`src/rtl/plm_tx.sv`:
```
module plm_tx #(
  parameter int MAX_BITS = 32,
  parameter int T_LOW    = 6,
  parameter int T_ZERO   = 20,
  parameter int T_ONE    = 28,
  parameter int T_CV     = 36,
  localparam int LEN_W   = $clog2(MAX_BITS + 1),
  localparam int T_MAX   = (T_CV > T_ONE) ? T_CV : T_ONE,
  localparam int CNT_W   = $clog2(T_MAX + 1)
) (
  input  logic                clk,
  input  logic                rst_n,
  input  logic                tick,
  input  logic                start,
  input  logic                sof_en,
  input  logic [MAX_BITS-1:0] frame,
  input  logic [LEN_W-1:0]    frame_len,
  output logic                mod_out,
  output logic                busy,
  output logic                done
);

  generate
    if (!(T_LOW > 0 && T_LOW < T_ZERO && T_ZERO < T_ONE && T_CV > T_LOW))
      $error("plm_tx: slot counts must satisfy 0 < T_LOW < T_ZERO < T_ONE and T_CV > T_LOW");
  endgenerate

  localparam logic [CNT_W-1:0] LOW_C  = CNT_W'(T_LOW);
  localparam logic [CNT_W-1:0] ZERO_E = CNT_W'(T_ZERO - 1);
  localparam logic [CNT_W-1:0] ONE_E  = CNT_W'(T_ONE - 1);
  localparam logic [CNT_W-1:0] CV_E   = CNT_W'(T_CV - 1);
  localparam logic [CNT_W-1:0] LOW_E  = CNT_W'(T_LOW - 1);
  localparam logic [LEN_W-1:0] MAX_L  = LEN_W'(MAX_BITS);

  typedef enum logic [2:0] {S_IDLE, S_SOF, S_CV, S_DATA, S_EOF} state_t;

  state_t              state;
  logic [CNT_W-1:0]    cnt;
  logic [CNT_W-1:0]    last;
  logic [MAX_BITS-1:0] shreg;
  logic [LEN_W-1:0]    left;
  logic [LEN_W-1:0]    len_eff;
  logic                slot_end;

  assign len_eff  = (frame_len > MAX_L) ? MAX_L : frame_len;
  assign busy     = (state != S_IDLE);
  assign mod_out  = busy && (cnt < LOW_C);
  assign slot_end = tick && (cnt == last);

  always_comb begin
    case (state)
      S_SOF:   last = ZERO_E;
      S_CV:    last = CV_E;
      S_DATA:  last = shreg[0] ? ONE_E : ZERO_E;
      default: last = LOW_E;
    endcase
  end

  always_ff @(posedge clk) begin
    if (!rst_n) begin
      state <= S_IDLE;
      cnt   <= '0;
      shreg <= '0;
      left  <= '0;
      done  <= 1'b0;
    end else begin
      done <= 1'b0;
      if (state == S_IDLE) begin
        if (start) begin
          shreg <= frame;
          left  <= len_eff;
          cnt   <= '0;
          if (sof_en)             state <= S_SOF;
          else if (len_eff == '0) state <= S_EOF;
          else                    state <= S_DATA;
        end
      end else if (slot_end) begin
        cnt <= '0;
        case (state)
          S_SOF: state <= S_CV;
          S_CV:  state <= (left == '0) ? S_EOF : S_DATA;
          S_DATA: begin
            shreg <= shreg >> 1;
            left  <= left - 1'b1;
            if (left == LEN_W'(1)) state <= S_EOF;
          end
          default: begin
            state <= S_IDLE;
            done  <= 1'b1;
          end
        endcase
      end else if (tick) begin
        cnt <= cnt + 1'b1;
      end
    end
  end


  tick_gate_chk: assert property (@(posedge clk) disable iff (!rst_n)
    (busy && !tick && !start) |=> $stable(mod_out));


  first_pulse_chk: assert property (@(posedge clk) disable iff (!rst_n)
    $rose(busy) |-> mod_out);


  pulse_width_chk: assert property (@(posedge clk) disable iff (!rst_n)
    (busy && $fell(mod_out)) |-> (cnt == LOW_C));


  done_end_chk: assert property (@(posedge clk) disable iff (!rst_n)
    done |-> (!busy && $past(busy) && !mod_out));


  start_busy_chk: assert property (@(posedge clk) disable iff (!rst_n)
    (busy && start && !slot_end) |=> busy);


  idle_low_chk: assert property (@(posedge clk) disable iff (!rst_n)
    (!busy && !$past(busy)) |-> !done);

endmodule

```
`config.mk`:
```
export PLATFORM = sky130hd
export DESIGN_NAME = plm_tx
export DESIGN_NICKNAME = d
export VERILOG_FILES = /design/src/rtl/plm_tx.sv
export SDC_FILE = /design/constraint.sdc
export NUM_CORES = 1
export LEC_CHECK = 0
export BUFFER_PORTS_ARGS = -buffer_cell sky130_fd_sc_hd__buf_2
export CAP_MARGIN = 30
export CELL_PAD_IN_SITES_DETAIL_PLACEMENT = 0
export CELL_PAD_IN_SITES_GLOBAL_PLACEMENT = 1
export CORE_MARGIN = 2
export CORE_UTILIZATION = 45
export DETAILED_ROUTE_END_ITERATION = 16
export HOLD_SLACK_MARGIN = 0.08
export PLACE_DENSITY = 0.95
export SYNTH_ARGS = -nofsm -noshare
export SYNTH_HDL_FRONTEND = slang
export SYNTH_SLANG_ARGS = --single-unit
```
`constraint.sdc`:
```
create_clock -name clk -period 2.7 [get_ports clk]
set_input_delay 0.27 -clock clk [delete_from_list [all_inputs] [get_ports clk]]
set_output_delay 0.27 -clock clk [all_outputs]
set_load 0.02 [all_outputs]
```
==> metrics.txt, run 1 <==
status finished clean; number of diodes 0; Yosys warnings 0; Worst Hold Class primary input to flop; grt ovf 0; share of power burned in the clock network about 19%; cell depth of the worst flop-to-flop path 5; crit path capture type flop; TritonCTS clock tree yes; arrival time of the worst setup path 2.51 ns; critical path's slowest cell sky130_fd_sc_hd__o211a_4; Clock Pin Slew Worst Setup and Hold Paths 0.09 ns; final hold vios 0; Setup Fix Bufs, Post-CTS 0; number of register bits inferred by synthesis 48; sequential area share after synthesis roughly 35%; Via Count 2,552; Root Driver sky130_fd_sc_hd__clkbuf_8; uppermost layer routed met4; net load switching power 1200 uW; worst path required time 2.91 ns; routed length on met1 2940 um; setup total negative slack 0 ns; commonest non-fill, non-tap cells in the layout sky130_fd_sc_hd__nand2_1 (71), sky130_fd_sc_hd__dfxtp_1 (48), sky130_fd_sc_hd__buf_2 (45), sky130_fd_sc_hd__nor3_1 (36), sky130_fd_sc_hd__a311oi_2 (20); predominant post-synthesis flop cell sky130_fd_sc_hd__dfxtp_1; Post-Syn Nets between 300 and 400; first-iteration detailed-routing DRC count 159; DRC viols 0; number of synthesized flops with an enable pin 0; sw frac 41.6%; signed area change from the synthesized netlist to the final layout 13.5%; via count normalized by instance count 5.92; maximum level of the CTS H-tree 2; share of the clock period used by the worst path 85.1%; reg-to-reg setup timing slack 0.40 ns; unrepaired setup endpoints after global routing no; DR pass1 iterations 4; count of hold-fix buffers inserted at cts 0; die span in y 81.7 um; count of pins on the block boundary 46; Post-CTS Resized 0; combinational cell fraction of total power 44.6%; effective utilization at floorplan 46.1%; total power draw around 2900 uW; total wire length approximately 6600 um; WHS Path Cells 3; post-layout worst setup margin 0.401 ns; instance count of the mapped netlist 319; Crit Path Category flop to flop; CTS buffer count 5; fin crit period 2.30 ns; largest incremental delay on the critical path 0.49 ns; crit path cell chain or3b_4 > a211oi_4 > o211a_4 > o21ai_0 > a32o_1; mean post-synth cell area 8.51 um2; critical path fanouts, max 38; met3 WL post-DR around 390 um; RD Place Congestion around 0.85; post-synthesis cell type count 54; routed wire length on met2 3240 um; most common cell after layout, fill and taps aside sky130_fd_sc_hd__nand2_1; number of nets in the finished design 401; Highest Clock Rate 435 MHz; floorplan core area 0.00589 mm2; average wire per cell in the routed design 15.4 um; Cell Area, Synth 0.00271 mm2; Post-DP HPWL 4550 um; Power Dens Cells between 900 and 1000 mW/mm2; Critical Path Source Type flop; count of non-filler cells in the finished layout approximately 430; Maximum Capacitance Violations 0; max-slew violation count 0; horizontal die dimension approximately 82 um; worst hold slack around 0.22 ns; share of cells above drive strength 1 26.4%; global-route wire length before repair 10,900 um; placement row count 28; slew at the pin with the worst max-slew slack 0.621 ns; maximum number of pins on one net before global-route repair 39; pre-CTS WS roughly 0.43 ns; worst slew slack as a fraction of its limit about three fifths; number of port buffers 45; clock tree sinks 48; Static Leak 0.00117 uW; internal power 1690 uW; post-placement cell count between 400 and 500; clock latency on the worst-skew pair approximately 0.31 ns; sequential group share of total power a little over a third; total die area 0.00667 mm2; Setup-failing EPs final 0; number of buffers on the longest clock path 2; antenna violations before repair 0; skew final about 0.0063 ns; fraction of synthesis flops using an asynchronous set or reset pin 0%; ANT nets after route 0; vias in the first global route 2,378; worst-case vdd ir drop 0.000388 V; Total Routing Usage GR 21.0%
[flip-flops by register name, summed over array words and instances (netlist names)]
register and cells:
shreg 32, cnt 6, left 6, state 3, done 1
[critical path, delay by kind of cell, from the launching register on]
family / cells / cell delay, ns
flip-flops: 1 / 0.47
AND/OR/NAND/NOR: 1 / 0.47
AO/OA/AOI/OAI: 4 / 1.24
[synth_stat cells, drive strengths merged (3+ instances only)]
cell type	number	share of area, %
nand3	5	0.92
ha	3	1.4
o21a	3	0.83
o21ai	4	0.74
or4	3	0.83
nor2	15	2.1
a211oi	4	1.6
dfxtp	48	35
clkbuf	12	1.7
xor2	4	1.3
buf	14	4.5
inv	7	0.97
nor3	37	7.0
o211ai	6	1.8
a311oi	32	15
nand2	71	9.8
a21oi	13	2.4
and3	3	0.69
[routing by layer]
layer / vias to the layer above / GRT usage [%]
li1: 1262 / -
met5: - / 0
met3: 8 / 2.75
met4: 0 / 7.67
met1: 1211 / 27.6
met2: 71 / 35.2
[worst paths after layout]
path,from,end
worst max-delay path,state[0]$_SDFFE_PN0P_,left[5]$_SDFFE_PN0P_
worst min-delay path,frame[24],shreg[24]$_SDFFE_PN0P_
worst max register to register,state[0]$_SDFFE_PN0P_,left[5]$_SDFFE_PN0P_
worst min register to register,shreg[31]$_SDFFE_PN0P_,shreg[31]$_SDFFE_PN0P_
[per-stage QoR]
| step | util, % | area, um2 |
|---|---|---|
| CTS | 52.3 | 3080 |
| global route | 52.3 | 3080 |
| floorplan | - | 2710 |
| detailed placement | 50.3 | 2960 |
| finish | 52.3 | 3080 |
| global placement | 50.3 | 2960 |
[logic make-up (layout without fill, tap and decap cells)]
group	count (synthesis)	count (layout)	synth area share [%]
AOI/OAI and AO/OA	79	79	28.2
adders and majority gates	3	3	1.38
and+or+nand+nor	151	151	26.2
buffers and inverters	33	70	7.15
xor gates and xnor gates	5	5	1.61
DFF	48	48	35.4
[power groups by stage]
stage	Clock (uW)	Combinational, uW	Sequential (uW)
after floorplan	0	1020	993
after global placement	0	1260	1050
after detailed placement	0	1290	1060
after CTS	569	1300	1040
after global routing	588	1440	1070
final	559	1290	1050
[cell type report]
class | count | area, um2
Clock buffer | 6 | 82.6
Clock inverter | 2 | 38.8
Fill cell | 583 | 2810
Inverter | 7 | 26.3
Multi-Input combinational cell | 238 | 1570
Sequential cell | 48 | 961
Tap cell | 75 | 93.8
Timing Repair Buffer | 55 | 313
Note: power is estimated with default switching activity, not from simulation.
==> run 2, diff against run 1 <==
--- a/config.mk
+++ b/config.mk
@@ -5,12 +5,14 @@
 export SDC_FILE = /design/constraint.sdc
 export NUM_CORES = 1
 export LEC_CHECK = 0
+export ABC_AREA = 1
 export BUFFER_PORTS_ARGS = -buffer_cell sky130_fd_sc_hd__buf_2
 export CAP_MARGIN = 30
 export CELL_PAD_IN_SITES_DETAIL_PLACEMENT = 0
-export CELL_PAD_IN_SITES_GLOBAL_PLACEMENT = 1
+export CELL_PAD_IN_SITES_GLOBAL_PLACEMENT = 2
 export CORE_MARGIN = 2
-export CORE_UTILIZATION = 45
+export CORE_UTILIZATION = 34
+export CTS_BUF_LIST = sky130_fd_sc_hd__clkbuf_8
 export DETAILED_ROUTE_END_ITERATION = 16
 export HOLD_SLACK_MARGIN = 0.08
 export PLACE_DENSITY = 0.95
==> metrics.txt, run 2 <==
TritonCTS clock tree yes; Root Driver sky130_fd_sc_hd__clkbuf_8; slew at the pin with the worst max-slew slack 0.814 ns (+0.193 ns); CTS buffer count 5 (unchanged); WP depth 7 (+2); Post-CTS Resized 0 (unchanged); antenna violations before repair 0 (unchanged); Largest regs shreg x32, cnt x6, left x6; effective utilization at floorplan 35.3% (-11 points); cell depth of the worst flop-to-flop path 7 (+2); worst path required time 2.93 ns (+0.02 ns); buffers and inverters on the worst path 2 (+2); final hold vios 0 (unchanged); Yosys warnings 0 (unchanged); instance count of the mapped netlist 460 (+44%); horizontal die dimension 96.5 um (+18%); sequential area share after synthesis 33.0% (-2.4 points); setup total negative slack 0 ns (unchanged); post-synthesis cell type count 29 (-46%); crit path cell chain inv_2 > nand2_4 > buf_4 > nand2_4 > nand2_1 > nand2_1 > nor2_1; Total Routing Usage GR 14.9% (-6.1 points); cell type group with the largest total delay on the critical path simple AND/OR/NAND/NOR gates; multi-input logic area 0.00170 mm2 (+8.6%); grt ovf 0 (unchanged); portion of synthesized cell area occupied by the leading cell type 33.0% (-2.4 points); predominant post-synthesis flop cell sky130_fd_sc_hd__dfxtp_1; status finished clean; skew final 0.0118 ns (+0.00552 ns); clock tree sinks 48 (unchanged); maximum number of pins on one net before global-route repair 82 (+110%); endpoint of the worst-slack reg-to-reg timing path cnt[4]$_SDFFE_PN0P_; most common cell in the netlist sky130_fd_sc_hd__nand2_1; floorplan core area 0.00826 mm2 (+40%); average wire per cell in the routed design 11.2 um (-28%); mean post-synth cell area 6.33 um2 (-26%); die span in y 96.5 um (+18%); ANT nets after route 0 (unchanged); number of synthesized flops with an enable pin 0 (unchanged); clock latency on the worst-skew pair 0.30 ns (about the same); worst hold slack 0.348 ns (+0.128 ns); top post-synthesis cells by area sky130_fd_sc_hd__dfxtp_1 (33%), sky130_fd_sc_hd__nand2_1 (21%), sky130_fd_sc_hd__nand3b_1 (8.8%), sky130_fd_sc_hd__nor2_1 (8.4%), sky130_fd_sc_hd__a21oi_1 (7.2%); Clock Pin Slew Worst Setup and Hold Paths 0.10 ns (about the same); critical path's slowest cell sky130_fd_sc_hd__nand2_4; total wire length 6620 um (-0.41%); number of diodes 0 (unchanged); source of the worst register-to-register timing path state[0]$_SDFFE_PN0P_; max-slew violation count 0 (unchanged); first-iteration detailed-routing DRC count 196 (+23%); via count normalized by instance count 4.72 (-20%); count of non-filler cells in the finished layout 593 (+38%); share of cells above drive strength 1 15.0% (-11 points); post-layout utilization of the core 39.3% (-13 points); largest register by flop count shreg; maximum level of the CTS H-tree 2 (unchanged); arrival time of the worst setup path 2.42 ns (-0.09 ns); Critical Path Source Type flop; Maximum Capacitance Violations 0 (unchanged); number of port buffers 45 (unchanged); most common cell after layout, fill and taps aside sky130_fd_sc_hd__nand2_1; worst setup path end cnt[4]$_SDFFE_PN0P_; total die area 0.00932 mm2 (+40%); Post-Syn Nets 506 (+39%); DR pass1 iterations 6 (+2); RD Place Congestion 0.802 (-5.7%); Power Dens Cells 1450 mW/mm2 (+54%); largest incremental delay on the critical path 0.52 ns (+0.03 ns); Post-DP HPWL 4320 um (-5.2%); Static Leak 0.00156 uW (+33%); placement row count 33 (+18%); global-route wire length before repair 11,200 um (+2.6%); Worst Hold Class primary input to flop; count of pins on the block boundary 46 (unchanged); unrepaired setup endpoints after global routing no; worst-case vdd ir drop 0.000535 V (+38%); number of nets in the finished design 533 (+33%); Via Count 2,798 (+9.6%); fin crit period 2.19 ns (-0.113 ns); source of the critical timing path state[0]$_SDFFE_PN0P_; Cell Area, Synth 0.00291 mm2 (+7.3%); signed area change from the synthesized netlist to the final layout 11.5%; total power draw 4710 uW (+62%); max reg flops 32 (unchanged); most area-hungry cell type in the Yosys netlist sky130_fd_sc_hd__dfxtp_1; commonest non-fill, non-tap cells in the layout sky130_fd_sc_hd__nand2_1 (162), sky130_fd_sc_hd__nor2_1 (65), sky130_fd_sc_hd__dfxtp_1 (48), sky130_fd_sc_hd__buf_2 (45), sky130_fd_sc_hd__a21oi_1 (42); DRC viols 0 (unchanged); filler instances 924 (+58%); vias in the first global route 2,526 (+6.2%); reg-to-reg setup timing slack 0.51 ns (+0.11 ns); worst slew slack as a fraction of its limit 45.7% (-13 points); Setup Fix Bufs, Post-CTS 0 (unchanged); Highest Clock Rate 457 MHz (+5.2%); share of the clock period used by the worst path 81.0% (-4.2 points); top cells by instance count after synthesis sky130_fd_sc_hd__nand2_1 (162), sky130_fd_sc_hd__nor2_1 (65), sky130_fd_sc_hd__dfxtp_1 (48); crit path capture type flop; critical path fanouts, max 81 (+110%); fraction of synthesis flops using an asynchronous set or reset pin 0% (unchanged); Crit Path Category flop to flop; post-placement cell count 585 (+38%); count of hold-fix buffers inserted at cts 0 (unchanged); Setup-failing EPs final 0 (unchanged); sequential cell area in the final layout 961 um2 (unchanged); number of buffers on the longest clock path 2 (unchanged); number of register bits inferred by synthesis 48 (unchanged)
[run 2: cells by family after synthesis]
kind of cell | after synthesis | synth area share, %
AO/OA/AOI/OAI | 53 | 9.45
flip-flops | 48 | 33.0
buffers and inverters | 53 | 8.64
adder cells (fa/ha/maj) | 3 | 1.29
AND/OR/NAND/NOR | 295 | 45.2
XOR/XNOR | 8 | 2.41
[run 2: per-layer routing]
layer / GRT usage, % / routed length [um] / part of all wire [%]
met2: 25.8 / 3040 / 46
met4: 2.11 / 15 / 0.23
met3: 2.56 / 201 / 3.0
met5: 0 / 0 / 0
met1: 19.8 / 3360 / 51
[run 2: worst reg2reg max path, cell delays in order (launching register included)]
cell	delay (ns)
sky130_fd_sc_hd__dfxtp_1	0.48
sky130_fd_sc_hd__inv_2	0.10
sky130_fd_sc_hd__nand2_4	0.15
sky130_fd_sc_hd__buf_4	0.37
sky130_fd_sc_hd__nand2_4	0.53
sky130_fd_sc_hd__nand2_1	0.20
sky130_fd_sc_hd__nand2_1	0.15
sky130_fd_sc_hd__nor2_1	0.15
[run 2: worst min path at each step]
| stage | start | end | cells after the start |
|---|---|---|---|
| 2_1_floorplan | shreg[10]$_SDFFE_PN0P_ | shreg[10]$_SDFFE_PN0P_ | 2 |
| 3_3_place_gp | shreg[19]$_SDFFE_PN0P_ | shreg[19]$_SDFFE_PN0P_ | 2 |
| 3_5_place_dp | shreg[6]$_SDFFE_PN0P_ | shreg[6]$_SDFFE_PN0P_ | 2 |
| 5_1_grt | frame[31] | shreg[31]$_SDFFE_PN0P_ | 5 |
| 4_1_cts | frame[31] | shreg[31]$_SDFFE_PN0P_ | 5 |
| 6_report | frame[31] | shreg[31]$_SDFFE_PN0P_ | 5 |
[run 2: area by class of cell]
| cell class | instances | share of cell area [%] |
|---|---|---|
| Clock buffer | 6 | 2.54 |
| Tap cell | 105 | 4.05 |
| Timing Repair Buffer | 50 | 8.48 |
| Sequential cell | 48 | 29.6 |
| Multi-Input combinational cell | 359 | 52.3 |
| Clock inverter | 2 | 0.347 |
| Inverter | 23 | 2.66 |
[run 2: metrics by stage]
stage          setup slack [ns]  instance area, um2
2_1_floorplan              1.10                2910
4_1_cts                   0.482                3250
3_3_place_gp              0.589                3150
5_1_grt                   0.252                3250
6_report                  0.514                3250
3_5_place_dp              0.496                3150
[run 2: power breakdown]
group / total (uW) / internal (uW) / switching, uW
Combinational: 3050 / 1120 / 1930
Clock: 454 / 205 / 249
Sequential: 1200 / 1000 / 197
==> run 3, diff against run 2 <==
--- a/config.mk
+++ b/config.mk
@@ -11,11 +11,11 @@
 export CELL_PAD_IN_SITES_DETAIL_PLACEMENT = 0
 export CELL_PAD_IN_SITES_GLOBAL_PLACEMENT = 2
 export CORE_MARGIN = 2
-export CORE_UTILIZATION = 34
+export CORE_UTILIZATION = 28
 export CTS_BUF_LIST = sky130_fd_sc_hd__clkbuf_8
 export DETAILED_ROUTE_END_ITERATION = 16
 export HOLD_SLACK_MARGIN = 0.08
-export PLACE_DENSITY = 0.95
+export PLACE_DENSITY = 0.9
 export SYNTH_ARGS = -nofsm -noshare
 export SYNTH_HDL_FRONTEND = slang
 export SYNTH_SLANG_ARGS = --single-unit
==> constraint.sdc (replaced) <==
create_clock -name clk -period 2 [get_ports clk]
set_input_delay 0.2 -clock clk [delete_from_list [all_inputs] [get_ports clk]]
set_output_delay 0.2 -clock clk [all_outputs]
set_load 0.02 [all_outputs]
==> metrics.txt, run 3 (same netlist as run 2, synthesis figures left out) <==
vias in the first global route 2,704 (+7.0%); RD Place Congestion 0.791 (-1.5%); clock tree sinks 48 (unchanged); share of the clock period used by the worst path 88.8% (+7.9 points); sw frac 49.7% (-0.93 points); number of nets in the finished design 537 (+0.75%); share of power burned in the clock network 8.7% (-0.9 points); final hold vios 0 (unchanged); Clock Pin Slew Worst Setup and Hold Paths 0.09 ns (about the same); commonest non-fill, non-tap cells in the layout sky130_fd_sc_hd__nand2_1 (162), sky130_fd_sc_hd__nor2_1 (65), sky130_fd_sc_hd__dfxtp_1 (48), sky130_fd_sc_hd__buf_2 (45), sky130_fd_sc_hd__a21oi_1 (42); internal power 3340 uW (+44%); Crit Path Category flop to flop; Post-CTS Resized 0 (unchanged); Total Routing Usage GR 13.0% (-1.9 points); arrival time of the worst setup path 1.97 ns (-0.45 ns); maximum level of the CTS H-tree 2 (unchanged); Root Driver sky130_fd_sc_hd__clkbuf_8; global-route wire length before repair 12,300 um (+10%); number of diodes 0 (unchanged); number of buffers on the longest clock path 2 (unchanged); floorplan core area 0.0102 mm2 (+24%); setup total negative slack 0 ns (unchanged); maximum number of pins on one net before global-route repair 39 (-52%); unrepaired setup endpoints after global routing no; clock latency on the worst-skew pair 0.30 ns (about the same); Critical Path Source Type flop; worst slew slack as a fraction of its limit 66.8% (+21 points); Post-DP HPWL 4820 um (+12%); number of port buffers 45 (unchanged); Via Count 2,840 (+1.5%); sequential group share of total power 24.5% (-1.0 points); post-layout worst setup margin 0.223 ns (-0.291 ns); combinational cell fraction of total power 66.9% (+2.0 points); worst path required time 2.20 ns (-0.73 ns); Maximum Capacitance Violations 0 (unchanged); count of pins on the block boundary 46 (unchanged); filler instances 1,136 (+23%); critical path fanouts, max 34 (-58%); pre-CTS WS 0.268 ns (-0.228 ns); max reg flops 32 (unchanged); total wire length 7020 um (+6.1%); signed area change from the synthesized netlist to the final layout 15.2%; Largest regs shreg x32, cnt x6, left x6; Power Dens Cells 1980 mW/mm2 (+36%); multi-input logic area 0.00170 mm2 (unchanged); ANT nets after route 0 (unchanged); TritonCTS clock tree yes; Setup-failing EPs final 0 (unchanged); via count normalized by instance count 4.53 (-4.0%); Setup Fix Bufs, Post-CTS 0 (unchanged); antenna violations before repair 0 (unchanged); worst-case vdd ir drop 0.000814 V (+52%); critical path's slowest cell sky130_fd_sc_hd__dfxtp_1; cell type group with the largest total delay on the critical path simple AND/OR/NAND/NOR gates; average wire per cell in the routed design 11.2 um (+0.37%); largest incremental delay on the critical path 0.47 ns (-0.05 ns); share of cells above drive strength 1 15.7% (+0.72 points); count of hold-fix buffers inserted at cts 0 (unchanged); horizontal die dimension 106 um (+9.8%); Highest Clock Rate 563 MHz (+23%); Worst Hold Class primary input to flop; die span in y 106 um (+9.8%); status finished clean; skew final 0.00568 ns (-0.00615 ns); buffers and inverters on the worst path 2 (unchanged); grt ovf 0 (unchanged); total die area 0.0112 mm2 (+20%); DRC viols 0 (unchanged); first-iteration detailed-routing DRC count 119 (-39%); fin crit period 1.78 ns (-0.409 ns); net load switching power 3290 uW (+38%); DR pass1 iterations 4 (-2); reg-to-reg setup timing slack 0.22 ns (-0.29 ns); max-slew violation count 0 (unchanged); sequential cell area in the final layout 961 um2 (unchanged); Static Leak 0.00159 uW (+1.8%); placement row count 37 (+12%); slew at the pin with the worst max-slew slack 0.499 ns (-0.315 ns); effective utilization at floorplan 28.5% (-6.8 points); crit path capture type flop; most common cell after layout, fill and taps aside sky130_fd_sc_hd__nand2_1; CTS buffer count 5 (unchanged); largest register by flop count shreg; crit path cell chain inv_2 > nand3_1 > nand3_1 > nor2_1 > nand3_2 > nand2_4 > buf_12 > nand3b_1 > nand2_1 > nor2_1
run 3: cell types whose count changed in the layout (fill, tap and decap cells not counted):
cell	delta
sky130_fd_sc_hd__clkbuf_8	-1
sky130_fd_sc_hd__clkinv_2	+1
sky130_fd_sc_hd__buf_12	+4
sky130_fd_sc_hd__inv_1	-1
run 3: per-layer routing:
layer / GRT usage (%) / wire [um] / vias up / part of all wire [%]
met4: 2.91 / 72 / 0 / 1.0
met3: 2.58 / 261 / 6 / 3.7
met5: 0 / 0 / - / 0
met2: 21.5 / 3130 / 50 / 45
met1: 17.6 / 3560 / 1263 / 51
li1: - / - / 1521 / -
run 3: tightest hold or removal path, stage by stage:
cell and delay, ns:
sky130_fd_sc_hd__buf_2 0.10, sky130_fd_sc_hd__inv_1 0.04, sky130_fd_sc_hd__nor2_1 0.04, sky130_fd_sc_hd__nor2_1 0.09, sky130_fd_sc_hd__nor2_1 0.05
run 3: path summary, 6_finish.rpt:
path	start	endpoint	cells after the start
setup / recovery	state[2]$_SDFFE_PN0P_	shreg[10]$_SDFFE_PN0P_	10
hold / removal	frame[31]	shreg[31]$_SDFFE_PN0P_	5
setup reg to reg	state[2]$_SDFFE_PN0P_	shreg[10]$_SDFFE_PN0P_	10
hold reg to reg	shreg[1]$_SDFFE_PN0P_	shreg[1]$_SDFFE_PN0P_	2
run 3: cell type report:
class	count	share of cell area (%)
multi-input combinational	359	50.7
sequential	48	28.7
timing repair buffer	54	10.6
tap	136	5.07
inverter	23	2.57
clock buffer	5	2.05
clock inverter	2	0.373
run 3: stage by stage:
step	cell area, um2	hold WS, ns	utilization [%]	power [uW]	cells
2_1_floorplan	2910	0.440	-	5210	460
3_3_place_gp	3270	0.461	32.0	6050	620
3_5_place_dp	3270	0.469	32.0	6110	620
4_1_cts	3350	0.239	32.8	6720	627
5_1_grt	3350	0.283	32.8	7410	627
6_report	3350	0.244	32.8	6630	627
run 3: power by group through the flow:
stage / sequential [uW] / combinational (uW) / clock (uW)
6_report: 1620 / 4440 / 576
5_1_grt: 1680 / 5090 / 644
4_1_cts: 1620 / 4490 / 610
3_5_place_dp: 1640 / 4470 / 0
3_3_place_gp: 1630 / 4420 / 0
2_1_floorplan: 1560 / 3650 / 0
